$ cat src/rtl/bmc_pkg.sv
`timescale 1ns/1ps
package bmc_pkg;
  localparam int INSTR_W  = 16;
  localparam int FIELD_W  = 4;
  localparam logic [FIELD_W-1:0] OP_MOVE = 4'hA;
  localparam logic [FIELD_W-1:0] CC_ALWAYS = 4'h0;
  localparam logic [FIELD_W-1:0] CC_CARRY  = 4'h1;
  localparam int DEV_PC  = 1;
  localparam int DEV_FWP = 3;
  localparam int DEV_FWR = 4;

  typedef enum logic [1:0] {
    K_MOVE  = 2'd0,
    K_FIRM  = 2'd1,
    K_ILL   = 2'd2
  } instr_kind_e;
endpackage

$ cat src/rtl/bmc_decode.sv
`timescale 1ns/1ps
module bmc_decode
  import bmc_pkg::*;
#(
  parameter int ID_W   = 4,
  parameter int DATA_W = 16
) (
  input  logic [INSTR_W-1:0] ir,
  output instr_kind_e        kind,
  output logic [ID_W-1:0]    src,
  output logic [ID_W-1:0]    dst,
  output logic [DATA_W-1:0]  fw_addr
);
  localparam int ADDR_W = INSTR_W - 1;
  localparam int OP_LSB = 2 * ID_W;

  always_comb begin
    src     = ir[2*ID_W-1:ID_W];
    dst     = ir[ID_W-1:0];
    fw_addr = DATA_W'(ir[ADDR_W-1:0]);
    if (ir[INSTR_W-1])
      kind = K_FIRM;
    else if (ir[OP_LSB+FIELD_W-1:OP_LSB] == OP_MOVE)
      kind = K_MOVE;
    else
      kind = K_ILL;
  end
endmodule

$ cat src/rtl/bmc_cond.sv
`timescale 1ns/1ps
module bmc_cond
  import bmc_pkg::*;
(
  input  logic [FIELD_W-1:0] sel,
  input  logic               carry,
  output logic               ok
);
  always_comb begin
    unique case (sel)
      CC_ALWAYS: ok = 1'b1;
      CC_CARRY:  ok = carry;
      default:   ok = 1'b0;
    endcase
  end
endmodule

$ cat src/rtl/bmc_devbank.sv
`timescale 1ns/1ps
module bmc_devbank
  import bmc_pkg::*;
#(
  parameter int ID_W   = 4,
  parameter int DATA_W = 16
) (
  input  logic              clk,
  input  logic              rst,
  input  logic [ID_W-1:0]   src_sel,
  output logic [DATA_W-1:0] bus,
  input  logic              we,
  input  logic [ID_W-1:0]   wr_sel,
  input  logic              pc_adv,
  input  logic              fw_go,
  input  logic [DATA_W-1:0] fw_addr,
  input  logic [ID_W-1:0]   rd_sel,
  output logic [DATA_W-1:0] rd_data,
  output logic [DATA_W-1:0] pc
);
  localparam int NDEV = 1 << ID_W;

  logic [DATA_W-1:0] dev_all [NDEV];

  assign dev_all[0] = '0;
  assign bus        = dev_all[src_sel];
  assign pc         = dev_all[DEV_PC];

  for (genvar i = 1; i < NDEV; i++) begin : g_dev
    logic [DATA_W-1:0] q;
    logic [DATA_W-1:0] d;
    logic              hit;
    assign hit = we && (wr_sel == ID_W'(i));

    if (i == DEV_PC) begin : g_pc
      always_comb d = hit ? bus : (pc_adv ? q + DATA_W'(1) : q);
    end else if (i == DEV_FWP) begin : g_fwp
      always_comb d = fw_go ? fw_addr : (hit ? bus : q);
    end else if (i == DEV_FWR) begin : g_fwr
      always_comb d = fw_go ? dev_all[DEV_FWP] : (hit ? bus : q);
    end else begin : g_plain
      always_comb d = hit ? bus : q;
    end

    always_ff @(posedge clk) begin
      if (rst) q <= '0;
      else     q <= d;
    end
    assign dev_all[i] = q;
  end

  always_ff @(posedge clk) begin
    if (rst) rd_data <= '0;
    else     rd_data <= dev_all[rd_sel];
  end

  AST_ZERO_READ: assert property (@(posedge clk) disable iff (rst)
    (rd_sel == '0) |=> (rd_data == '0));
  AST_FW_SAVE: assert property (@(posedge clk) disable iff (rst)
    fw_go |=> (dev_all[DEV_FWR] == $past(dev_all[DEV_FWP])));
  AST_FW_LOAD: assert property (@(posedge clk) disable iff (rst)
    fw_go |=> (dev_all[DEV_FWP] == $past(fw_addr)));
endmodule

$ cat src/rtl/bus_move_ctrl.sv
`timescale 1ns/1ps
module bus_move_ctrl
  import bmc_pkg::*;
#(
  parameter int ID_W   = 4,
  parameter int DATA_W = 16
) (
  input  logic              clk,
  input  logic              rst,
  input  logic              instr_valid,
  input  logic [15:0]       instr,
  input  logic [3:0]        cond_sel,
  input  logic              carry_in,
  input  logic [ID_W-1:0]   rd_sel,
  output logic [DATA_W-1:0] rd_data,
  output logic [DATA_W-1:0] pc_o,
  output logic              illegal_o,
  output logic              fw_entry_o
);
  logic [INSTR_W-1:0] ir_q;
  logic [FIELD_W-1:0] cond_q;
  logic               carry_q;
  logic               vld_q;

  always_ff @(posedge clk) begin
    if (rst) begin
      ir_q    <= '0;
      cond_q  <= '0;
      carry_q <= 1'b0;
      vld_q   <= 1'b0;
    end else begin
      vld_q <= instr_valid;
      if (instr_valid) begin
        ir_q    <= instr;
        cond_q  <= cond_sel;
        carry_q <= carry_in;
      end
    end
  end

  instr_kind_e       kind;
  logic [ID_W-1:0]   src, dst;
  logic [DATA_W-1:0] fw_addr;
  logic              cond_ok;

  bmc_decode #(.ID_W(ID_W), .DATA_W(DATA_W)) u_dec (
    .ir(ir_q), .kind(kind), .src(src), .dst(dst), .fw_addr(fw_addr)
  );

  bmc_cond u_cond (.sel(cond_q), .carry(carry_q), .ok(cond_ok));

  logic do_move, we, pc_adv, fw_go;
  assign do_move = vld_q && (kind == K_MOVE) && cond_ok;
  assign we      = do_move && (dst != '0);
  assign fw_go   = vld_q && (kind == K_FIRM);
  assign pc_adv  = vld_q && !fw_go && !(we && dst == ID_W'(DEV_PC));

  logic [DATA_W-1:0] bus;

  bmc_devbank #(.ID_W(ID_W), .DATA_W(DATA_W)) u_bank (
    .clk(clk), .rst(rst), .src_sel(src), .bus(bus), .we(we), .wr_sel(dst),
    .pc_adv(pc_adv), .fw_go(fw_go), .fw_addr(fw_addr),
    .rd_sel(rd_sel), .rd_data(rd_data), .pc(pc_o)
  );

  always_ff @(posedge clk) begin
    if (rst) begin
      illegal_o  <= 1'b0;
      fw_entry_o <= 1'b0;
    end else begin
      illegal_o  <= vld_q && (kind == K_ILL);
      fw_entry_o <= fw_go;
    end
  end

  AST_FALSE_COND_PC: assert property (@(posedge clk) disable iff (rst)
    (vld_q && kind == K_MOVE && !cond_ok) |=> (pc_o == $past(pc_o) + DATA_W'(1)));
  AST_ILLEGAL_PULSE: assert property (@(posedge clk) disable iff (rst)
    (vld_q && kind == K_ILL) |=> (illegal_o && pc_o == $past(pc_o) + DATA_W'(1)));
  AST_FW_PC_HOLD: assert property (@(posedge clk) disable iff (rst)
    fw_go |=> (fw_entry_o && $stable(pc_o)));
  AST_IDLE_PC: assert property (@(posedge clk) disable iff (rst)
    !vld_q |=> $stable(pc_o));
  AST_FLAGS_EXCL: assert property (@(posedge clk) disable iff (rst)
    $onehot0({illegal_o, fw_entry_o}));
endmodule

$ cat config.mk
export PLATFORM = sky130hd
export DESIGN_NAME = bus_move_ctrl
export DESIGN_NICKNAME = d
export VERILOG_FILES = /design/src/rtl/bmc_pkg.sv /design/src/rtl/bmc_decode.sv /design/src/rtl/bmc_cond.sv /design/src/rtl/bmc_devbank.sv /design/src/rtl/bus_move_ctrl.sv
export SDC_FILE = /design/constraint.sdc
export NUM_CORES = 1
export LEC_CHECK = 0
export BUFFER_PORTS_ARGS = -buffer_cell sky130_fd_sc_hd__clkbuf_2
export CELL_PAD_IN_SITES_DETAIL_PLACEMENT = 1
export CELL_PAD_IN_SITES_GLOBAL_PLACEMENT = 2
export CORE_MARGIN = 2
export CORE_UTILIZATION = 45
export CTS_CLUSTER_DIAMETER = 50
export DETAILED_ROUTE_END_ITERATION = 10
export GPL_ROUTABILITY_DRIVEN = 0
export PLACE_DENSITY_LB_ADDON = 0.3
export SLEW_MARGIN = 20
export SYNTH_ARGS = -nofsm -noshare
export SYNTH_HDL_FRONTEND = slang
export SYNTH_SLANG_ARGS = --single-unit
$ cat constraint.sdc
create_clock -name clk -period 6.35 [get_ports clk]
set_input_delay 1.905 -clock clk [delete_from_list [all_inputs] [get_ports clk]]
set_output_delay 1.905 -clock clk [all_outputs]
set_load 0.01 [all_outputs]
==> results of run 1 <==
state kept, by name (all words and copies together) (netlist names):
signal,cells
u_bank.g_dev.q,224
ir_q,16
u_bank.pc,16
u_bank.rd_data,16
cond_q,4
carry_q,1
fw_entry_o,1
illegal_o,1
vld_q,1
through the flow:
stage | utilization (%) | setup slack [ns] | power, mW | hold WS, ns
floorplan | - | 2.65 | 2.01 | 0.451
CTS | 50.8 | 2.43 | 4.07 | 0.510
finish | 50.8 | 2.44 | 4.04 | 0.506
global placement | 46.9 | 1.99 | 2.07 | 0.472
global route | 50.8 | 2.32 | 4.17 | 0.531
detailed placement | 47.0 | 1.90 | 2.08 | 0.486
metal layers:
| layer | GRT usage, % | share of wire, % | vias up |
|---|---|---|---|
| li1 | - | - | 4986 |
| met1 | 37.7 | 44 | 5650 |
| met2 | 48.7 | 49 | 323 |
| met3 | 3.35 | 4.4 | 81 |
| met4 | 8.87 | 2.9 | 0 |
| met5 | 0 | 0 | - |
logic make-up (layout without fill, tap and decap cells):
group,count (synthesis),after routing,synth area share [%]
fa+ha+maj,1,1,0.0897
xor+xnor,8,8,0.502
buf+inv,145,158,5.38
compound gates,349,349,19.5
simple gates,345,345,11.7
mux,172,172,22.7
flops,280,280,40.2
cell usage in the layout (no fill, tap or decap), types with 3 or more instances in the layout:
cell type,netlist,routed
and2_1,3,4
a221oi_1,15,15
a22oi_1,38,38
o32a_1,4,4
a21oi_1,9,9
buf_4,16,34
mux2_2,40,40
mux4_2,100,100
clkbuf_1,68,6
clkbuf_8,0,6
nand3_1,5,5
nor2b_1,31,30
mux2i_1,23,23
o21ai_0,21,21
nor3_1,16,16
nor4_4,0,3
a211oi_1,199,199
nor2_1,227,226
nor3_4,1,9
clkbuf_2,0,59
clkinv_2,0,4
clkbuf_16,0,37
a22o_1,16,16
and2b_1,3,3
xnor2_1,3,3
o22ai_1,6,6
o21ai_1,18,18
inv_6,0,3
o31a_2,4,4
mux4_1,8,8
nand2_1,14,14
nor4_1,5,5
a221oi_4,7,7
a211oi_2,3,3
xor2_1,5,5
nand4_1,4,4
nand2b_1,8,8
dfxtp_1,280,278
report_power, final:
group / switching, mW / internal (mW) / leakage [nW]
registers: 0.0281 / 1.77 / 2.26
logic: 0.165 / 0.0790 / 2.35
clock network: 0.796 / 1.21 / 0.565
total: 0.989 / 3.06 / 5.17
worst paths after layout:
check / start / slack [ns] / to / cells after the start
setup / recovery: rd_sel[2] / 2.44 / u_bank.rd_data[8]$_SDFF_PP0_ / 6
hold / removal: ir_q[14]$_SDFFE_PP0P_ / 0.51 / ir_q[14]$_SDFFE_PP0P_ / 2
setup reg to reg: ir_q[9]$_SDFFE_PP0P_ / 3.13 / u_bank.g_dev[2].q[1]$_SDFFE_PP0P_ / 6
hold reg to reg: ir_q[14]$_SDFFE_PP0P_ / 0.51 / ir_q[14]$_SDFFE_PP0P_ / 2
critical path, delay by kind of cell:
family / cells / cell delay [ns]
compound gates: 1 / 0.18
buf+inv: 2 / 1.20
mux: 2 / 0.83
simple gates: 1 / 0.14
area by class of cell:
| cell class | count | area, um2 | area share [%] |
|---|---|---|---|
| clock buffer | 48 | 1020 | 6.55 |
| clock inverter | 13 | 139 | 0.895 |
| inverter | 2 | 7.51 | 0.0484 |
| multi-input combinational | 875 | 7680 | 49.5 |
| sequential | 280 | 5610 | 36.2 |
| tap | 396 | 495 | 3.19 |
| timing repair buffer | 95 | 576 | 3.71 |
==> flow_metrics.py, run 1 <==
metrics = {
    "run_status": {
        "status": "finished clean",
    },
    "place": {
        "placed_area_um2": 14400,
        "place_inst": 1648,
        "numPortBuffers": 61,
        "dp_hpwl_um": 28900,
    },
    "yosys": {
        "synth-edff-count": 0,
        "syn_inst": 1300,
        "synth_common_cells": "280 x dfxtp_1, 227 x nor2_1, 199 x a211oi_1",
        "synth.area.top_cells": "dfxtp_1 40%, mux4_2 16%, a211oi_1 11%",
        "seq_area_frac_synth_pct": 40.2,
        "synth_top_area_share_pct": 40.2,
        "avgSynthCellArea_um2": 10.7,
        "syn-cell-area_um2": 13900,
        "ys_warn_count": 0,
        "yosys.area.top_type": "dfxtp_1",
        "synth.net_count": 1329,
        "yosysMostFrequentCell": "dfxtp_1",
        "ys.flop_type": "dfxtp_1",
        "async_flop_share_pct": 0,
        "synth_cell_types": 60,
        "synth_seq_cells": 280,
    },
    "clock_tree": {
        "postCtsSetupRepairBufs": 0,
        "cts_tree": "yes",
        "ctsResizeCount": 0,
        "cts_buffer_depth": 3,
        "h-tree-depth": 2,
        "postCtsHoldBufs": 0,
        "numClockSinks": 280,
        "worstSkewPairLatency_ns": 0.52,
        "numCtsBuffers": 35,
        "root_buffer": "clkbuf_16",
        "clk_pin_slew_ns": 0.06,
    },
    "die": {
        "die_w_um": 180,
        "pin_count": 62,
        "dieArea_um2": 32400,
        "fp-row-count": 64,
        "core_area_um2": 30600,
        "die_h_um": 180,
        "initial_core_util_pct": 45.6,
    },
    "global_routing": {
        "grt_pass1_vias": 11513,
        "grt_max_degree": 96,
        "grt_pass1_wl_um": 71600,
        "grt_usage_pct": 28.4,
        "gr-total-overflow": 0,
        "grt_antenna_before_repair": 0,
    },
    "worst_setup_path": {
        "slowest_stage": "clkbuf_2",
        "crit_path_max_incr_delay_ns": 0.68,
        "critPathCaptureType": "flip-flop",
        "worstPathRequired_ns": 6.70,
        "cp_max_fo": 30,
        "critPathKind": "in -> reg",
        "cp-start-kind": "input pin",
        "crit_chain": "clkbuf_2 -> buf_4 -> mux2_2 -> a22o_1 -> mux4_2 -> nor2b_1",
        "cp.arrival_ns": 4.27,
    },
    "sta": {
        "maxSlewHeadroom_pct": 28.2,
        "fmax_mhz": 255,
        "rsz0062_at_grt": "false",
        "finalSetupTns_ns": 0,
        "tightest_slew_ns": 1.07,
        "finClkSkew_ns": 0.0126,
        "finalCriticalPeriod_ns": 3.91,
        "period_share_pct": 61.7,
        "slew_viol_final": 0,
        "hold_viol_final": 0,
        "setup_violations": 0,
    },
    "power_and_ir_drop": {
        "power_density_nw_per_um2": 261,
        "ir_drop_mv": 0.216,
        "p_leak_nw": 5.17,
    },
    "route": {
        "postRouteAntennaNets": 0,
        "routedWlPerCell_um": 27.0,
        "drt-vias-per-instance": 6.46,
        "dr.pass1.iters": 4,
        "num_vias": 11040,
        "routed_wl_um": 46200,
        "drt-initial-drc-count": 922,
        "drc_errors": 0,
    },
    "layout": {
        "synthToLayoutAreaGrowth_pct": 11.3,
        "fin_nets": 1318,
        "num_antenna_cells": 0,
        "final_layout_size_suffix_gt1_share_pct": 25.1,
        "num-fill-cells": 3241,
        "instances_no_fill": 1709,
        "final_area_um2": 15500,
    },
    "job": {
        "max_cap_viol_count": 0,
    },
    "worst_hold_path": {
        "worst_hold_path_type": "reg -> reg",
    },
}
Power figures use the tool's default switching activity.
==> inputs of run 2 (changes only) <==
Settings changed: CORE_UTILIZATION 45 to 41.
Clock period 6.35 ns to 3.8 ns, I/O delays scaled along.
==> run 2 against run 1 <==
  * Count of clock-buffer cells in the layout is 2 higher
  * Worst hold slack got worse by 0.0022 ns
  * Final cell count is 3.7% higher
  * Critical path depth stayed put
  * Final area grew 1.2%
  * First-iteration DRC count fell by 19%
  * Power grew 68%
  * Die area up 9.5%
  * Via count down 0.63%
  * Highest routed layer unchanged
==> flow_metrics.py, run 2 (synthesized netlist as in run 1, its figures left out) <==
metrics = {
    "worst_hold_path": {
        "min_to": "cond_q[0]$_SDFFE_PP0P_",
        "worst_hold_path_type": "reg -> reg",
        "holdCritStartpoint": "cond_q[0]$_SDFFE_PP0P_",
        "whs_path_depth": 2,
    },
    "die": {
        "core_area_um2": 33500,
        "fp-row-count": 67,
        "initial_core_util_pct": 41.6,
        "dieArea_um2": 35500,
        "die_h_um": 188,
        "pin_count": 62,
        "die_w_um": 188,
    },
    "sta": {
        "period_share_pct": 77.0,
        "rsz0062_at_grt": "false",
        "finalCriticalPeriod_ns": 2.93,
        "maxSlewHeadroom_pct": 36.7,
        "tightest_slew_ns": 0.949,
        "finalSetupTns_ns": 0,
        "slew_viol_final": 0,
        "setup_violations": 0,
        "fmax_mhz": 342,
        "hold_viol_final": 0,
        "finClkSkew_ns": 0.0124,
    },
    "worst_setup_path": {
        "cp_max_fo": 51,
        "path_buf_inv": 1,
        "cp.arrival_ns": 3.30,
        "slowest_stage": "dfxtp_4",
        "worstPathRequired_ns": 4.17,
        "cp_top_family": "flip-flops",
        "r2r_end": "u_bank.pc[14]$_SDFFE_PP0P_",
        "reg2reg_slack_ns": 0.87,
        "cp-start-kind": "flip-flop",
        "crit_chain": "buf_4 -> mux4_2 -> a22oi_1 -> o31a_2 -> o32a_1 -> a21oi_1",
        "critPathKind": "reg -> reg",
        "rr_worst_depth": 6,
        "critPathCaptureType": "flip-flop",
        "crit_path_max_incr_delay_ns": 0.91,
        "timing.rr.start": "ir_q[5]$_SDFFE_PP0P_",
    },
    "place": {
        "numPortBuffers": 61,
        "dp_hpwl_um": 29700,
    },
    "clock_tree": {
        "numClockSinks": 280,
        "clk_pin_slew_ns": 0.06,
        "ctsResizeCount": 0,
        "worstSkewPairLatency_ns": 0.53,
        "root_buffer": "clkbuf_16",
        "postCtsSetupRepairBufs": 0,
        "postCtsHoldBufs": 0,
        "h-tree-depth": 2,
        "numCtsBuffers": 36,
        "cts_tree": "yes",
        "cts_buffer_depth": 3,
    },
    "global_routing": {
        "grt_usage_pct": 25.9,
        "grt_antenna_before_repair": 0,
        "grt_pass1_vias": 11352,
        "grt_max_degree": 163,
        "gr-total-overflow": 0,
        "grt_pass1_wl_um": 70700,
    },
    "layout": {
        "num_antenna_cells": 0,
        "final_cell_mix": "278 x dfxtp_1, 226 x nor2_1, 199 x a211oi_1, 100 x mux4_2, 59 x clkbuf_2",
        "regMostFlops": "u_bank.g_dev.q",
        "final_layout_size_suffix_gt1_share_pct": 25.7,
        "mostFrequentLayoutCell": "dfxtp_1",
        "fin_nets": 1329,
        "synthToLayoutAreaGrowth_pct": 12.7,
        "final_util_pct": 46.9,
        "largest_register_ffs": 224,
    },
    "power_and_ir_drop": {
        "pwr-share-comb_pct": 6.1,
        "ir_drop_mv": 0.289,
        "power_switching_share_pct": 24.1,
        "power_density_nw_per_um2": 433,
        "clkPwrFrac_pct": 49.8,
        "p_int_mw": 5.17,
        "p_leak_nw": 5.24,
        "p_sw_mw": 1.64,
        "seq_power_share_pct": 44.1,
    },
    "route": {
        "drt-initial-drc-count": 750,
        "postRouteAntennaNets": 0,
        "drc_errors": 0,
        "met2_length_um": 22300,
        "drt-vias-per-instance": 6.19,
        "highest_layer": "met4",
        "num_vias": 10970,
        "dr.pass1.iters": 5,
        "routed_wl_um": 46000,
        "dr_wl_met3_um": 1860,
        "wl_met1_um": 20400,
        "routedWlPerCell_um": 25.9,
    },
    "run_status": {
        "status": "finished clean",
    },
    "job": {
        "max_cap_viol_count": 0,
    },
}
[run 2: area by class of cell]
| class | instances | area, um2 |
|---|---|---|
| fillers | 3643 | 17800 |
| multi-input cells | 875 | 7680 |
| flip-flops and latches | 280 | 5610 |
| clock buffers | 50 | 1050 |
| repair buffers | 105 | 672 |
| well taps | 448 | 561 |
| clock inverters | 13 | 130 |
| inverters | 2 | 7.51 |
[run 2: stage by stage]
step / worst slack [ns] / instance area [um2] / total power [mW] / instances / hold slack (ns)
4_1_cts: 0.861 / 15700 / 6.87 / 1773 / 0.510
5_1_grt: 0.693 / 15700 / 7.03 / 1773 / 0.538
6_report: 0.874 / 15700 / 6.81 / 1773 / 0.504
3_3_place_gp: 0.657 / 14500 / 3.47 / 1709 / 0.478
2_1_floorplan: 0.869 / 13900 / 3.35 / 1300 / 0.451
3_5_place_dp: 0.582 / 14500 / 3.48 / 1710 / 0.493
[run 2: routing by layer]
| layer | vias to the layer above | global-route usage (%) |
|---|---|---|
| met1 | 5625 | 34.2 |
| met5 | - | 0 |
| met3 | 84 | 3.48 |
| met4 | 0 | 8.17 |
| li1 | 5002 | - |
| met2 | 259 | 44.2 |
[run 2: power by group through the flow]
stage	combinational [mW]	clock [mW]	sequential [mW]
after floorplan	0.328	0	3.03
after global placement	0.405	0	3.07
after detailed placement	0.412	0	3.07
after CTS	0.414	3.45	3.00
after global routing	0.438	3.59	3.01
final	0.413	3.39	3.01
[run 2: worst max path at each step]
| stage | to | slack [ns] | cells past startpoint | start |
|---|---|---|---|---|
| floorplan | u_bank.rd_data[0]$_SDFF_PP0_ | 0.87 | 5 | rd_sel[0] |
| global placement | u_bank.rd_data[0]$_SDFF_PP0_ | 0.66 | 5 | rd_sel[0] |
| detailed placement | u_bank.rd_data[1]$_SDFF_PP0_ | 0.58 | 5 | rd_sel[0] |
| CTS | u_bank.pc[12]$_SDFFE_PP0P_ | 0.86 | 6 | ir_q[5]$_SDFFE_PP0P_ |
| global route | u_bank.pc[11]$_SDFFE_PP0P_ | 0.69 | 6 | ir_q[5]$_SDFFE_PP0P_ |
| finish | u_bank.pc[14]$_SDFFE_PP0P_ | 0.87 | 6 | ir_q[5]$_SDFFE_PP0P_ |
[run 2: worst reg2reg max path: stages, from the launching register on]
cell     delay, ns
dfxtp_4       0.91
buf_4         0.41
mux4_2        0.55
a22oi_1       0.15
o31a_2        0.45
o32a_1        0.24
a21oi_1       0.06
